## config.mk

```make
export PLATFORM = sky130hd
export DESIGN_NAME = kvd_dispatch
export DESIGN_NICKNAME = d
export VERILOG_FILES = /design/src/rtl/kvd_pkg.sv /design/src/rtl/kvd_valid_table.sv /design/src/rtl/kvd_classify.sv /design/src/rtl/kvd_dispatch.sv
export SDC_FILE = /design/constraint.sdc
export NUM_CORES = 1
export LEC_CHECK = 0
export BUFFER_PORTS_ARGS = -buffer_cell sky130_fd_sc_hd__buf_2
export CAP_MARGIN = 20
export CORE_AREA = 2 2 148 150
export CTS_BUF_LIST = sky130_fd_sc_hd__clkbuf_16
export CTS_CLUSTER_SIZE = 16
export DETAILED_ROUTE_END_ITERATION = 7
export DIE_AREA = 0 0 150 152
export GPL_TIMING_DRIVEN = 0
export PLACE_DENSITY = 0.59
export SLEW_MARGIN = 15
export SYNTH_ARGS = -nofsm -noshare
export SYNTH_HDL_FRONTEND = slang
export SYNTH_SLANG_ARGS = --single-unit
```

## constraint.sdc

```tcl
create_clock -name clk -period 3.3 [get_ports clk]
set_clock_uncertainty 0.05 [all_clocks]
set_input_delay 0 -clock clk [delete_from_list [all_inputs] [get_ports clk]]
set_output_delay 0 -clock clk [all_outputs]
set_load 0.01 [all_outputs]
```

## src/rtl/kvd_pkg.sv

```systemverilog
package kvd_pkg;

  typedef enum logic [1:0] {
    OP_READ   = 2'd0,
    OP_WRITE  = 2'd1,
    OP_DELETE = 2'd2,
    OP_CUPD   = 2'd3
  } kv_op_e;

  typedef enum logic [1:0] {
    ACT_PASS    = 2'd0,
    ACT_REPLY   = 2'd1,
    ACT_FORWARD = 2'd2,
    ACT_CONSUME = 2'd3
  } kv_act_e;

  typedef struct packed {
    kv_act_e act;
    logic    swap;
    logic    use_cached;
    logic    stat;
    logic    stat_cached;
    logic    inval;
    logic    fill;
  } kv_dec_t;

  // Pure decision table: what to do with one query.
  function automatic kv_dec_t kv_decide(input logic on_port, input logic from_srv,
                                        input logic [1:0] op, input logic hit,
                                        input logic entry_ok);
    kv_dec_t d;
    d = '{act: ACT_PASS, swap: 1'b0, use_cached: 1'b0, stat: 1'b0,
          stat_cached: 1'b0, inval: 1'b0, fill: 1'b0};
    if (on_port) begin
      if (from_srv && kv_op_e'(op) != OP_CUPD) begin
        d.act = ACT_FORWARD;
      end else begin
        case (kv_op_e'(op))
          OP_READ: begin
            d.stat = 1'b1;
            if (hit && entry_ok) begin
              d.act         = ACT_REPLY;
              d.swap        = 1'b1;
              d.use_cached  = 1'b1;
              d.stat_cached = 1'b1;
            end else begin
              d.act = ACT_FORWARD;
            end
          end
          OP_WRITE, OP_DELETE: begin
            d.act   = ACT_FORWARD;
            d.inval = hit;
          end
          default: begin
            d.act  = ACT_CONSUME;
            d.fill = 1'b1;
          end
        endcase
      end
    end
    return d;
  endfunction

endpackage

```

## src/rtl/kvd_valid_table.sv

```systemverilog
module kvd_valid_table #(
  parameter int SLOTS  = 16,
  parameter int SLOT_W = $clog2(SLOTS)
) (
  input  logic              clk,
  input  logic              rst_n,
  input  logic              clr_en,
  input  logic [SLOT_W-1:0] clr_slot,
  input  logic              set_en,
  input  logic [SLOT_W-1:0] set_slot,
  input  logic [SLOT_W-1:0] rd_slot,
  output logic              rd_ok,
  output logic [SLOTS-1:0]  valid_vec
);

  logic [SLOTS-1:0] valid_q;

  for (genvar s = 0; s < SLOTS; s++) begin : g_slot
    always_ff @(posedge clk) begin
      if (!rst_n) begin
        valid_q[s] <= 1'b0;
      end else if (set_en && set_slot == SLOT_W'(s)) begin
        valid_q[s] <= 1'b1;
      end else if (clr_en && clr_slot == SLOT_W'(s)) begin
        valid_q[s] <= 1'b0;
      end
    end
  end

  assign rd_ok     = valid_q[rd_slot];
  assign valid_vec = valid_q;

endmodule

```

## src/rtl/kvd_classify.sv

```systemverilog
module kvd_classify #(
  parameter int          PORT_W  = 16,
  parameter logic [15:0] KV_PORT = 16'd8890
) (
  input  logic              in_valid,
  input  logic [PORT_W-1:0] in_dport,
  input  logic              in_from_srv,
  input  logic [1:0]        in_op,
  input  logic              lk_hit,
  input  logic              entry_ok,
  output kvd_pkg::kv_dec_t  dec,
  output logic              on_port
);
  import kvd_pkg::*;

  assign on_port = (in_dport == PORT_W'(KV_PORT));

  always_comb begin
    dec = kv_decide(on_port, in_from_srv, in_op, lk_hit, entry_ok);
    if (!in_valid) begin
      dec.stat  = 1'b0;
      dec.inval = 1'b0;
      dec.fill  = 1'b0;
    end
  end

endmodule

```

## src/rtl/kvd_dispatch.sv

```systemverilog
module kvd_dispatch #(
  parameter int          SLOTS   = 16,
  parameter int          KEY_W   = 16,
  parameter int          VAL_W   = 32,
  parameter int          SEQ_W   = 16,
  parameter int          ADDR_W  = 32,
  parameter int          PORT_W  = 16,
  parameter logic [15:0] KV_PORT = 16'd8890,
  localparam int         SLOT_W  = $clog2(SLOTS)
) (
  input  logic              clk,
  input  logic              rst_n,
  input  logic              in_valid,
  input  logic [PORT_W-1:0] in_dport,
  input  logic              in_from_srv,
  input  logic [1:0]        in_op,
  input  logic [SEQ_W-1:0]  in_seq,
  input  logic [KEY_W-1:0]  in_key,
  input  logic [VAL_W-1:0]  in_value,
  input  logic [ADDR_W-1:0] in_src,
  input  logic [ADDR_W-1:0] in_dst,
  input  logic              lk_hit,
  input  logic [SLOT_W-1:0] lk_slot,
  input  logic [VAL_W-1:0]  lk_value,
  output logic              out_valid,
  output logic [1:0]        out_action,
  output logic [ADDR_W-1:0] out_src,
  output logic [ADDR_W-1:0] out_dst,
  output logic [SEQ_W-1:0]  out_seq,
  output logic [KEY_W-1:0]  out_key,
  output logic [VAL_W-1:0]  out_value,
  output logic              stat_valid,
  output logic              stat_cached,
  output logic [SLOT_W-1:0] stat_slot,
  output logic [KEY_W-1:0]  stat_key,
  output logic              inval_strobe,
  output logic [SLOT_W-1:0] inval_slot,
  output logic              store_we,
  output logic [SLOT_W-1:0] store_slot,
  output logic [VAL_W-1:0]  store_data
);
  import kvd_pkg::*;

  // Named internal events (observed by the checker)
  kv_dec_t          dec;
  logic             on_port;
  logic             entry_ok;
  logic [SLOTS-1:0] valid_vec;
  logic             clr_ev;
  logic             set_ev;

  kvd_classify #(.PORT_W(PORT_W), .KV_PORT(KV_PORT)) u_cls (
    .in_valid    (in_valid),
    .in_dport    (in_dport),
    .in_from_srv (in_from_srv),
    .in_op       (in_op),
    .lk_hit      (lk_hit),
    .entry_ok    (entry_ok),
    .dec         (dec),
    .on_port     (on_port)
  );

  assign clr_ev = dec.inval;
  assign set_ev = dec.fill;

  kvd_valid_table #(.SLOTS(SLOTS)) u_vt (
    .clk       (clk),
    .rst_n     (rst_n),
    .clr_en    (clr_ev),
    .clr_slot  (lk_slot),
    .set_en    (set_ev),
    .set_slot  (lk_slot),
    .rd_slot   (lk_slot),
    .rd_ok     (entry_ok),
    .valid_vec (valid_vec)
  );

  always_ff @(posedge clk) begin
    if (!rst_n) begin
      out_valid    <= 1'b0;
      out_action   <= ACT_PASS;
      out_src      <= '0;
      out_dst      <= '0;
      out_seq      <= '0;
      out_key      <= '0;
      out_value    <= '0;
      stat_valid   <= 1'b0;
      stat_cached  <= 1'b0;
      stat_slot    <= '0;
      stat_key     <= '0;
      inval_strobe <= 1'b0;
      inval_slot   <= '0;
      store_we     <= 1'b0;
      store_slot   <= '0;
      store_data   <= '0;
    end else begin
      out_valid    <= in_valid && !(dec.act == ACT_CONSUME);
      out_action   <= dec.act;
      out_src      <= dec.swap ? in_dst : in_src;
      out_dst      <= dec.swap ? in_src : in_dst;
      out_seq      <= in_seq;
      out_key      <= in_key;
      out_value    <= dec.use_cached ? lk_value : in_value;
      stat_valid   <= dec.stat;
      stat_cached  <= dec.stat_cached;
      stat_slot    <= lk_slot;
      stat_key     <= in_key;
      inval_strobe <= clr_ev;
      inval_slot   <= lk_slot;
      store_we     <= set_ev;
      store_slot   <= lk_slot;
      store_data   <= in_value;
    end
  end

endmodule

```

==> results of run 1 <==
-- stage by stage --
stage / cell area, um^2 / power [mW]
floorplan: 6610 / 2.677
global placement: 8862 / 2.966
detailed placement: 8862 / 2.970
CTS: 11470 / 5.192
global route: 11470 / 5.373
finish: 11470 / 5.151
-- repair_timing --
item | CTS | global route
hold endpoints to repair | 172 | 0
resized for setup | 0 | 0
hold buffers | 202 | 0
setup endpoints to repair | 0 | 0
-- where the power goes --
part | switching [mW] | internal (mW) | leakage [nW]
logic | 0.324 | 0.396 | 3.82
registers | 0.0327 | 2.36 | 1.55
clock network | 0.959 | 1.08 | 0.286
-- state kept, by name, indices dropped and copies added, names as in the netlist --
register / count
out_dst: 32
stat_cached: 1
store_we: 1
inval_strobe: 1
store_data: 32
u_vt.valid_vec: 16
out_src: 32
store_slot: 4
out_action: 2
out_value: 32
out_valid: 1
stat_valid: 1
out_seq: 16
stat_key: 16
-- path summary, 6_finish.rpt --
path | from | endpoint | slack, ns | depth (start not counted)
worst min-delay path | lk_slot[1] | store_slot[1]$_SDFF_PN0_ | 0.04 | 3
worst min register to register | u_vt.valid_vec[9]$_SDFFE_PN0P_ | u_vt.valid_vec[9]$_SDFFE_PN0P_ | 0.45 | 2
worst max-delay path | lk_slot[3] | out_src[10]$_SDFF_PN0_ | 0.74 | 11
worst max register to register | u_vt.valid_vec[5]$_SDFFE_PN0P_ | out_src[10]$_SDFF_PN0_ | 0.90 | 9
-- cell usage in the layout, fill, tap and decap left out, types with 5 or more instances in the layout --
cell             n
clkbuf_16       17
nor2b_1          5
inv_1           37
dlygate4sd3_1  202
buf_2          382
and2_1          37
buf_4           31
o21ai_0          8
o211ai_1        15
dfxtp_1        187
mux2i_1        104
o21ai_1          8
a21oi_1          6
nand3_1         10
clkbuf_1        22
nand2_1        139
-- layer usage --
layer,global-route usage,share of wire,wire (um)
met5,0,0,0
met4,0.07502,0.026,615
met3,0.05105,0.063,1477
met2,0.3616,0.50,11790
met1,0.2266,0.41,9476
-- cell families (layout without fill, tap and decap cells) --
kind of cell	count (synthesis)	in the layout	share of synthesized area
simple gates	212	212	0.1484
buf+inv	96	710	0.08404
compound gates	41	41	0.03805
flops	187	187	0.5663
mux	104	104	0.1575
fa+ha+maj	3	3	0.005679
-- layout make-up --
class	instances	area [um^2]
clock buffer	17	425.4
buffer	60	420.4
inverter	36	135.1
tap	280	350.3
clock inverter	15	162.7
sequential	187	3744
timing repair buffer	582	3924
fill	1918	9878
multi-input combinational	360	2311
-- critical path, delay by kind of cell --
| family | cells | cell delay [ns] |
|---|---|---|
| AO/OA/AOI/OAI | 2 | 0.38 |
| buffers and inverters | 6 | 2.02 |
| multiplexers | 1 | 0.18 |
| AND/OR/NAND/NOR | 2 | 0.27 |
==> reports/summary.txt, run 1 <==
outcome = finished clean
max-slew violations = 0
# IOs = 382
GRT Util Overall = 0.2012
total grt overflow = 0
largest cells by area after synthesis = dfxtp_1, mux2i_1, nand2_1
sequential share of the synthesized area = 0.5663
Post-Route WL = 23360 um
Max H-tree Level = 4
P_leak = 5.656 nW
Clock Sinks = 187
Die Wd = 150 um
number of synthesized register bits = 187
CP startpoint kind = input pin
# DRC = 0
Mapped Area = 0.006610 mm^2
most frequent CP cell = dlygate4sd3_1
Post-synth EDFFs = 0
Max IR drop VDD = 0.3103 mV
initial antenna violation count = 0
post-route insts no fill = 1537
crit end category = flip-flop
CP Class = in -> reg
Place WS = 1.026 ns
Core ar. = 0.02135 mm^2
CTS Root Cell = clkbuf_16
final worst setup slack = 0.7401 ns
TNS Setup = 0 ns
WL per Instance = 15.20 um
clock-pin slew on the worst setup and hold paths = 0.08 ns
CP Cell Sequence = dlygate4sd3_1 > clkbuf_1 > nor2b_1 > a22oi_1 > nand3_1 > a21oi_1 > buf_4 > buf_8 > buf_12 > mux2i_1 > dlygate4sd3_1
minimum clock period = 2.560 ns
slowest CP cell = dlygate4sd3_1
Post-synth ARST share = 0
global-route wire length before repair = 35760 um
DRT antenna net count = 0
CTS Buf Count = 17
top-area cell type share of the netlist area = 0.5663
Hold Crit Class = in -> reg
routed vias/inst = 4.318
GP Congestion = 0.8487
First-pass DRT Iterations = 4
Initial DRC Count = 294
Top FF cell, synth = dfxtp_1
most common cell in the synthesized netlist = dfxtp_1
Crit Path Max Fanout = 10
endpoints failing hold = 0
CTS tree = yes
die area = 0.02280 mm^2
Die H = 152 um
synthesized netlist cell count = 643
area leader, netlist = dfxtp_1
crit-path max cell delay = 0.56 ns
Max-cap violations = 0
largest net degree at the start of global routing = 19
relative slew slack = 0.4445
Net Count, Synth = 833
post-CTS setup buffer count = 0
hpwl dp = 16190 um
Initial Util = 0.3096
PD cells = 449.0 mW/mm^2
Final Setup Violations = 0
n_diodes = 0
Synth top cells by count = dfxtp_1, nand2_1, mux2i_1, and2_1, inv_1
fin nets = 1434
Longest Clk Path Bufs = 2
RSZ-0062 raised after global routing = false
Req. time, crit path = 3.62 ns
via count = 6637
share of cells above drive strength 1 = 0.3588
number of port buffers = 380
Clk Latency, worst-skew pair = 0.42 ns
worst hold slack = 0.04461 ns
Worst Path Arrival = 2.88 ns
f_max = 0.3906 GHz
placed insts = 1303
Finished Core Util = 0.5373
Synth cell types = 32
area grow syn2layout = 73.56%
Syn. warnings = 0
Tcrit/Tclk final = 0.7757
Avg Cell Area, Syn = 10.28 um^2
Worst-Margin Slew = 0.8333 ns
Row Count = 54
vias in the first global route = 7007
No activity file was read; power rests on OpenSTA's default activity.
==> run 2, diff against run 1 <==
==> constraint.sdc (replaced) <==
create_clock -name clk -period 2.4 [get_ports clk]
set_clock_uncertainty 0.05 [all_clocks]
set_input_delay 0 -clock clk [delete_from_list [all_inputs] [get_ports clk]]
set_output_delay 0 -clock clk [all_outputs]
set_load 0.01 [all_outputs]
==> reports/summary.txt, run 2 (same netlist as run 1, synthesis figures left out) <==
clock-pin slew on the worst setup and hold paths = 0.07 ns (about the same)
minimum clock period = 2.286 ns
min-delay src = lk_slot[1]
Tcrit/Tclk final = 0.9526
TNS Setup = 0 ns (unchanged)
CTS Root Cell = clkbuf_16
area grow syn2layout = 71.55%
total grt overflow = 0 (unchanged)
number of port buffers = 380 (unchanged)
die area = 0.02280 mm^2 (unchanged)
Hold Path Depth = 3 (unchanged)
# IOs = 382 (unchanged)
initial antenna violation count = 0 (unchanged)
f_max = 0.4374 GHz
P_leak = 5.571 nW (-1.5%)
buffers plus inverters on the worst setup path = 5 (-1)
FF-to-FF End = out_dst[13]$_SDFF_PN0_
Initial Util = 0.3096 (unchanged)
GRT Util Overall = 0.2013 (about the same)
endpoints failing hold = 0 (unchanged)
Initial DRC Count = 270 (-8.2%)
largest net degree at the start of global routing = 19 (unchanged)
crit-path max cell delay = 0.58 ns (+0.02 ns)
total chip power = 7.062 mW (+37%)
global-route wire length before repair = 35760 um (about the same)
Worst Path Arrival = 2.59 ns (-0.29 ns)
share of cells above drive strength 1 = 0.3642 (+0.005432)
max-slew violations = 0 (unchanged)
RSZ-0062 raised after global routing = false
outcome = finished clean
First-pass DRT Iterations = 4 (unchanged)
Final Setup Violations = 0 (unchanged)
Max-cap violations = 0 (unchanged)
CP Cell Sequence = dlygate4sd3_1 > buf_2 > and2_1 > a22oi_1 > nand3_1 > a21oi_2 > buf_6 > buf_6 > mux2i_1 > dlygate4sd3_1
Die H = 152 um (unchanged)
hpwl dp = 16190 um (unchanged)
worst hold path endpoint = store_slot[1]$_SDFF_PN0_
fin nets = 1418 (-1.1%)
WL per Instance = 15.35 um (+1.0%)
CP startpoint kind = input pin
commonest non-fill, non-tap cells in the layout = buf_2, dfxtp_1, dlygate4sd3_1, nand2_1, mux2i_1
origin of the critical flop-to-flop path = u_vt.valid_vec[9]$_SDFFE_PN0P_
PD cells = 622.8 mW/mm^2 (+39%)
n_diodes = 0 (unchanged)
crit path from = lk_slot[0]
Clock Sinks = 187 (unchanged)
DRT antenna net count = 0 (unchanged)
relative slew slack = 0.4258 (-0.01863)
CP Class = in -> reg
most common cell after layout, fill and taps aside = buf_2
CTS tree = yes
Core ar. = 0.02135 mm^2 (unchanged)
vias in the first global route = 6974 (-0.47%)
Post-Route WL = 23350 um (about the same)
Row Count = 54 (unchanged)
Max H-tree Level = 4 (unchanged)
CTS Buf Count = 17 (unchanged)
Worst-Margin Slew = 0.8613 ns (+0.02794 ns)
Reg2Reg Setup Slack = 0.13 ns (-0.77 ns)
Hold Crit Class = in -> reg
via count = 6633 (-0.060%)
Clk Latency, worst-skew pair = 0.41 ns (about the same)
crit end category = flip-flop
r2r worst-path depth = 8 (-1)
Filler Cell Count = 1929 (+0.57%)
Longest Clk Path Bufs = 2 (unchanged)
Max IR drop VDD = 0.4251 mV (+37%)
# DRC = 0 (unchanged)
Worst path top cell family by delay = buffers and inverters
slowest CP cell = dlygate4sd3_1
Crit Path Max Fanout = 10 (unchanged)
Die Wd = 150 um (unchanged)
routed vias/inst = 4.361 (+0.99%)
Req. time, crit path = 2.70 ns (-0.92 ns)
GP Congestion = 0.8487 (unchanged)
run 2: final cells by class:
| cell class | instances | area (um^2) | area share |
|---|---|---|---|
| Timing Repair Buffer | 566 | 3764 | 0.3319 |
| Sequential cell | 187 | 3744 | 0.3301 |
| Multi-Input combinational cell | 360 | 2315 | 0.2041 |
| Buffer | 60 | 444.2 | 0.03917 |
| Clock buffer | 17 | 425.4 | 0.03752 |
| Tap cell | 280 | 350.3 | 0.03089 |
| Clock inverter | 15 | 162.7 | 0.01434 |
| Inverter | 36 | 135.1 | 0.01192 |
run 2: power breakdown:
group	switching (mW)	internal, mW
clock network	1.32	1.48
registers	0.0458	3.25
logic	0.444	0.528
run 2: repair_timing:
action,4_1_cts,5_1_grt
hold buffers,186,0
hold endpoints to repair,172,0
gates resized for setup,0,7
buffers inserted,0,0
setup endpoints to repair,0,15
run 2: how the worst max path moves through the flow:
| stage | endpoint | slack, ns | depth (start not counted) |
|---|---|---|---|
| finish | out_dst[13]$_SDFF_PN0_ | 0.11 | 10 |
| floorplan | out_src[10]$_SDFF_PN0_ | 0.68 | 8 |
| CTS | out_src[0]$_SDFF_PN0_ | 0.1 | 8 |
| global route | out_dst[13]$_SDFF_PN0_ | 0.01 | 10 |
| detailed placement | out_src[12]$_SDFF_PN0_ | 0.13 | 9 |
| global placement | out_src[12]$_SDFF_PN0_ | 0.13 | 9 |
run 2: per-stage QoR:
step                worst slack [ns]  std cells  cell area [um^2]  hold slack [ns]    util
CTS                          0.09618       1521             11310          0.02895  0.5298
global route                 0.01056       1521             11340          0.04738  0.5311
finish                        0.1138       1521             11340          0.04567  0.5311
detailed placement            0.1262       1303              8862           0.1505  0.4151
floorplan                     0.6787        643              6610          0.06060       -
global placement              0.1264       1303              8862           0.1503  0.4151
run 2: per-layer routing:
| metal | vias to the layer above | share of wire | GRT usage |
|---|---|---|---|
| met1 | 3065 | 0.40 | 0.2303 |
| met5 | - | 0 | 0 |
| li1 | 3238 | - | - |
| met4 | 0 | 0.027 | 0.07547 |
| met3 | 52 | 0.064 | 0.04745 |
| met2 | 278 | 0.51 | 0.3603 |
run 2: worst reg2reg max path, cell delays in order, from the launching register on:
cell,delay (ns)
dfxtp_1,0.34
mux2i_1,0.07
a22oi_1,0.20
nand3_1,0.18
a21oi_2,0.19
buf_6,0.17
buf_6,0.19
mux2i_1,0.24
dlygate4sd3_1,0.58
==> run 3, diff against run 2 <==
--- a/config.mk
+++ b/config.mk
@@ -7,14 +7,15 @@
 export LEC_CHECK = 0
 export BUFFER_PORTS_ARGS = -buffer_cell sky130_fd_sc_hd__buf_2
 export CAP_MARGIN = 20
-export CORE_AREA = 2 2 148 150
+export CORE_AREA = 2 2 147 149
 export CTS_BUF_LIST = sky130_fd_sc_hd__clkbuf_16
 export CTS_CLUSTER_SIZE = 16
 export DETAILED_ROUTE_END_ITERATION = 7
-export DIE_AREA = 0 0 150 152
+export DIE_AREA = 0 0 149 151
 export GPL_TIMING_DRIVEN = 0
-export PLACE_DENSITY = 0.59
+export PLACE_DENSITY = 0.62
 export SLEW_MARGIN = 15
 export SYNTH_ARGS = -nofsm -noshare
 export SYNTH_HDL_FRONTEND = slang
+export SYNTH_HIERARCHICAL = 1
 export SYNTH_SLANG_ARGS = --single-unit
==> reports/summary.txt, run 3 <==
P_leak = 5.309 nW (-4.7%)
Req. time, crit path = 2.73 ns (+0.03 ns)
Initial DRC Count = 119 (-56%)
vias in the first global route = 6621 (-5.1%)
number of port buffers = 381 (+0.26%)
WL per Instance = 15.93 um (+3.8%)
routed vias/inst = 4.346 (-0.33%)
CTS Buf Count = 17 (unchanged)
Hold Crit Class = in -> reg
Final Setup Violations = 0 (unchanged)
Max-cap violations = 0 (unchanged)
f_max = 0.4380 GHz (+0.13%)
endpoints failing hold = 0 (unchanged)
Max H-tree Level = 4 (unchanged)
outcome = finished clean
DRT antenna net count = 0 (unchanged)
Row Count = 53 (-1.9%)
post-CTS setup buffer count = 0 (unchanged)
First-pass DRT Iterations = 4 (unchanged)
relative slew slack = 0.6406 (+0.2147)
placed insts = 1266 (-2.8%)
CTS tree = yes
post-route insts no fill = 1472 (-3.2%)
clock-pin slew on the worst setup and hold paths = 0.08 ns (about the same)
Crit Path Max Fanout = 3 (-7)
Clk Latency, worst-skew pair = 0.44 ns (+0.03 ns)
design area = 0.01154 mm^2 (+1.8%)
Die Wd = 149 um (-0.67%)
Longest Clk Path Bufs = 2 (unchanged)
Filler Cell Count = 1848 (-4.2%)
Core ar. = 0.02082 mm^2 (-2.5%)
Avg Cell Area, Syn = 11.37 um^2 (+11%)
via count = 6398 (-3.5%)
Worst Path Arrival = 2.61 ns (+0.02 ns)
initial antenna violation count = 1 (+1)
CP Class = reg -> reg
area grow syn2layout = 66.50%
Clock Sinks = 187 (unchanged)
Post-DP Area = 0.009184 mm^2 (+3.6%)
Tcrit/Tclk final = 0.9514 (-0.001214)
die area = 0.02250 mm^2 (-1.3%)
Syn. warnings = 6 (+6)
total grt overflow = 0 (unchanged)
Die H = 151 um (-0.66%)
n_diodes = 0 (unchanged)
max-slew violations = 0 (unchanged)
Net Count, Synth = 800 (-4.0%)
global-route wire length before repair = 34930 um (-2.3%)
fin nets = 1374 (-3.1%)
Mapped Area = 0.006933 mm^2 (+4.9%)
commonest non-fill, non-tap cells in the layout = buf_2, dfxtp_1, dlygate4sd3_1, mux2i_1, nor2b_1
CP startpoint kind = flip-flop
synthesized netlist cell count = 610 (-5.1%)
worst hold slack = 0.003113 ns (-0.04256 ns)
minimum clock period = 2.283 ns (-0.002913 ns)
CTS Root Cell = clkbuf_16
Finished Core Util = 0.5544 (+0.02326)
GP Congestion = 0.7524 (-11%)
GRT Util Overall = 0.2017 (+0.0004207)
# IOs = 382 (unchanged)
most common cell after layout, fill and taps aside = buf_2
total chip power = 7.037 mW (-0.36%)
Worst-Margin Slew = 0.5392 ns (-0.3221 ns)
crit end category = flip-flop
largest net degree at the start of global routing = 20 (+1)
Post-Route WL = 23460 um (+0.44%)
Initial Util = 0.3330 (+0.02335)
share of cells above drive strength 1 = 0.3943 (+0.03010)
hpwl dp = 16200 um (about the same)
# DRC = 0 (unchanged)
PD cells = 609.6 mW/mm^2 (-2.1%)
Max IR drop VDD = 0.4738 mV (+11%)
RSZ-0062 raised after global routing = true
-- run 3: critical path, cell delays in order (launching register included) --
cell and delay (ns):
dfxtp_1 0.33, mux4_1 0.24, mux2i_1 0.10, mux2i_2 0.25
nand2_1 0.11, a2111oi_2 0.37, nor2_1 0.10, a21oi_1 0.13
dlygate4sd3_1 0.55
-- run 3: where the power goes --
group          total, mW  switching [mW]  internal (mW)
Sequential          3.29          0.0426           3.25
Combinational      0.974           0.424          0.549
Clock               2.77            1.38           1.39
-- run 3: worst paths after layout --
check	startpoint	slack [ns]	end	cells after the start
max	u_vt/valid_vec[9]$_SDFFE_PN0P_	0.12	out_valid$_SDFF_PN0_	8
min	in_dport[12]	0.003	u_vt/valid_vec[0]$_SDFFE_PN0P_	5
max reg2reg	u_vt/valid_vec[9]$_SDFFE_PN0P_	0.12	out_valid$_SDFF_PN0_	8
min reg2reg	u_vt/valid_vec[2]$_SDFFE_PN0P_	0.43	u_vt/valid_vec[2]$_SDFFE_PN0P_	2
-- run 3: what timing repair did --
item / 4_1_cts / 5_1_grt
hold buffers: 173 / 1
setup endpoints to repair: 30 / 88
endpoints found under the hold margin: 178 / 1
gates resized for setup: 1 / 8
-- run 3: metrics by stage --
step / worst slack [ns] / setup TNS (ns)
finish: 0.1167 / 0
floorplan: 0.4788 / 0
global route: -0.05134 / -0.08551
CTS: 0.02787 / 0
detailed placement: -0.07230 / -0.1307
global placement: -0.09690 / -0.2701
-- run 3: layer usage --
layer / part of all wire / wire, um / up-vias / GRT usage
met1: 0.40 / 9486 / 2977 / 0.2266
met4: 0.024 / 563 / 0 / 0.07667
met3: 0.065 / 1529 / 36 / 0.05271
met2: 0.51 / 11880 / 239 / 0.3661
li1: - / - / 3146 / -
met5: 0 / 0 / - / 0
-- run 3: final cells by class --
class | instances | area, um^2 | share of cell area
Clock buffer | 17 | 425.4 | 0.03685
Tap cell | 275 | 344.1 | 0.02981
Sequential cell | 187 | 3744 | 0.3243
Timing Repair Buffer | 555 | 3649 | 0.3161
Inverter | 2 | 7.507 | 0.0006503
Multi-Input combinational cell | 364 | 2784 | 0.2412
Buffer | 57 | 435.4 | 0.03772
Clock inverter | 15 | 155.1 | 0.01344
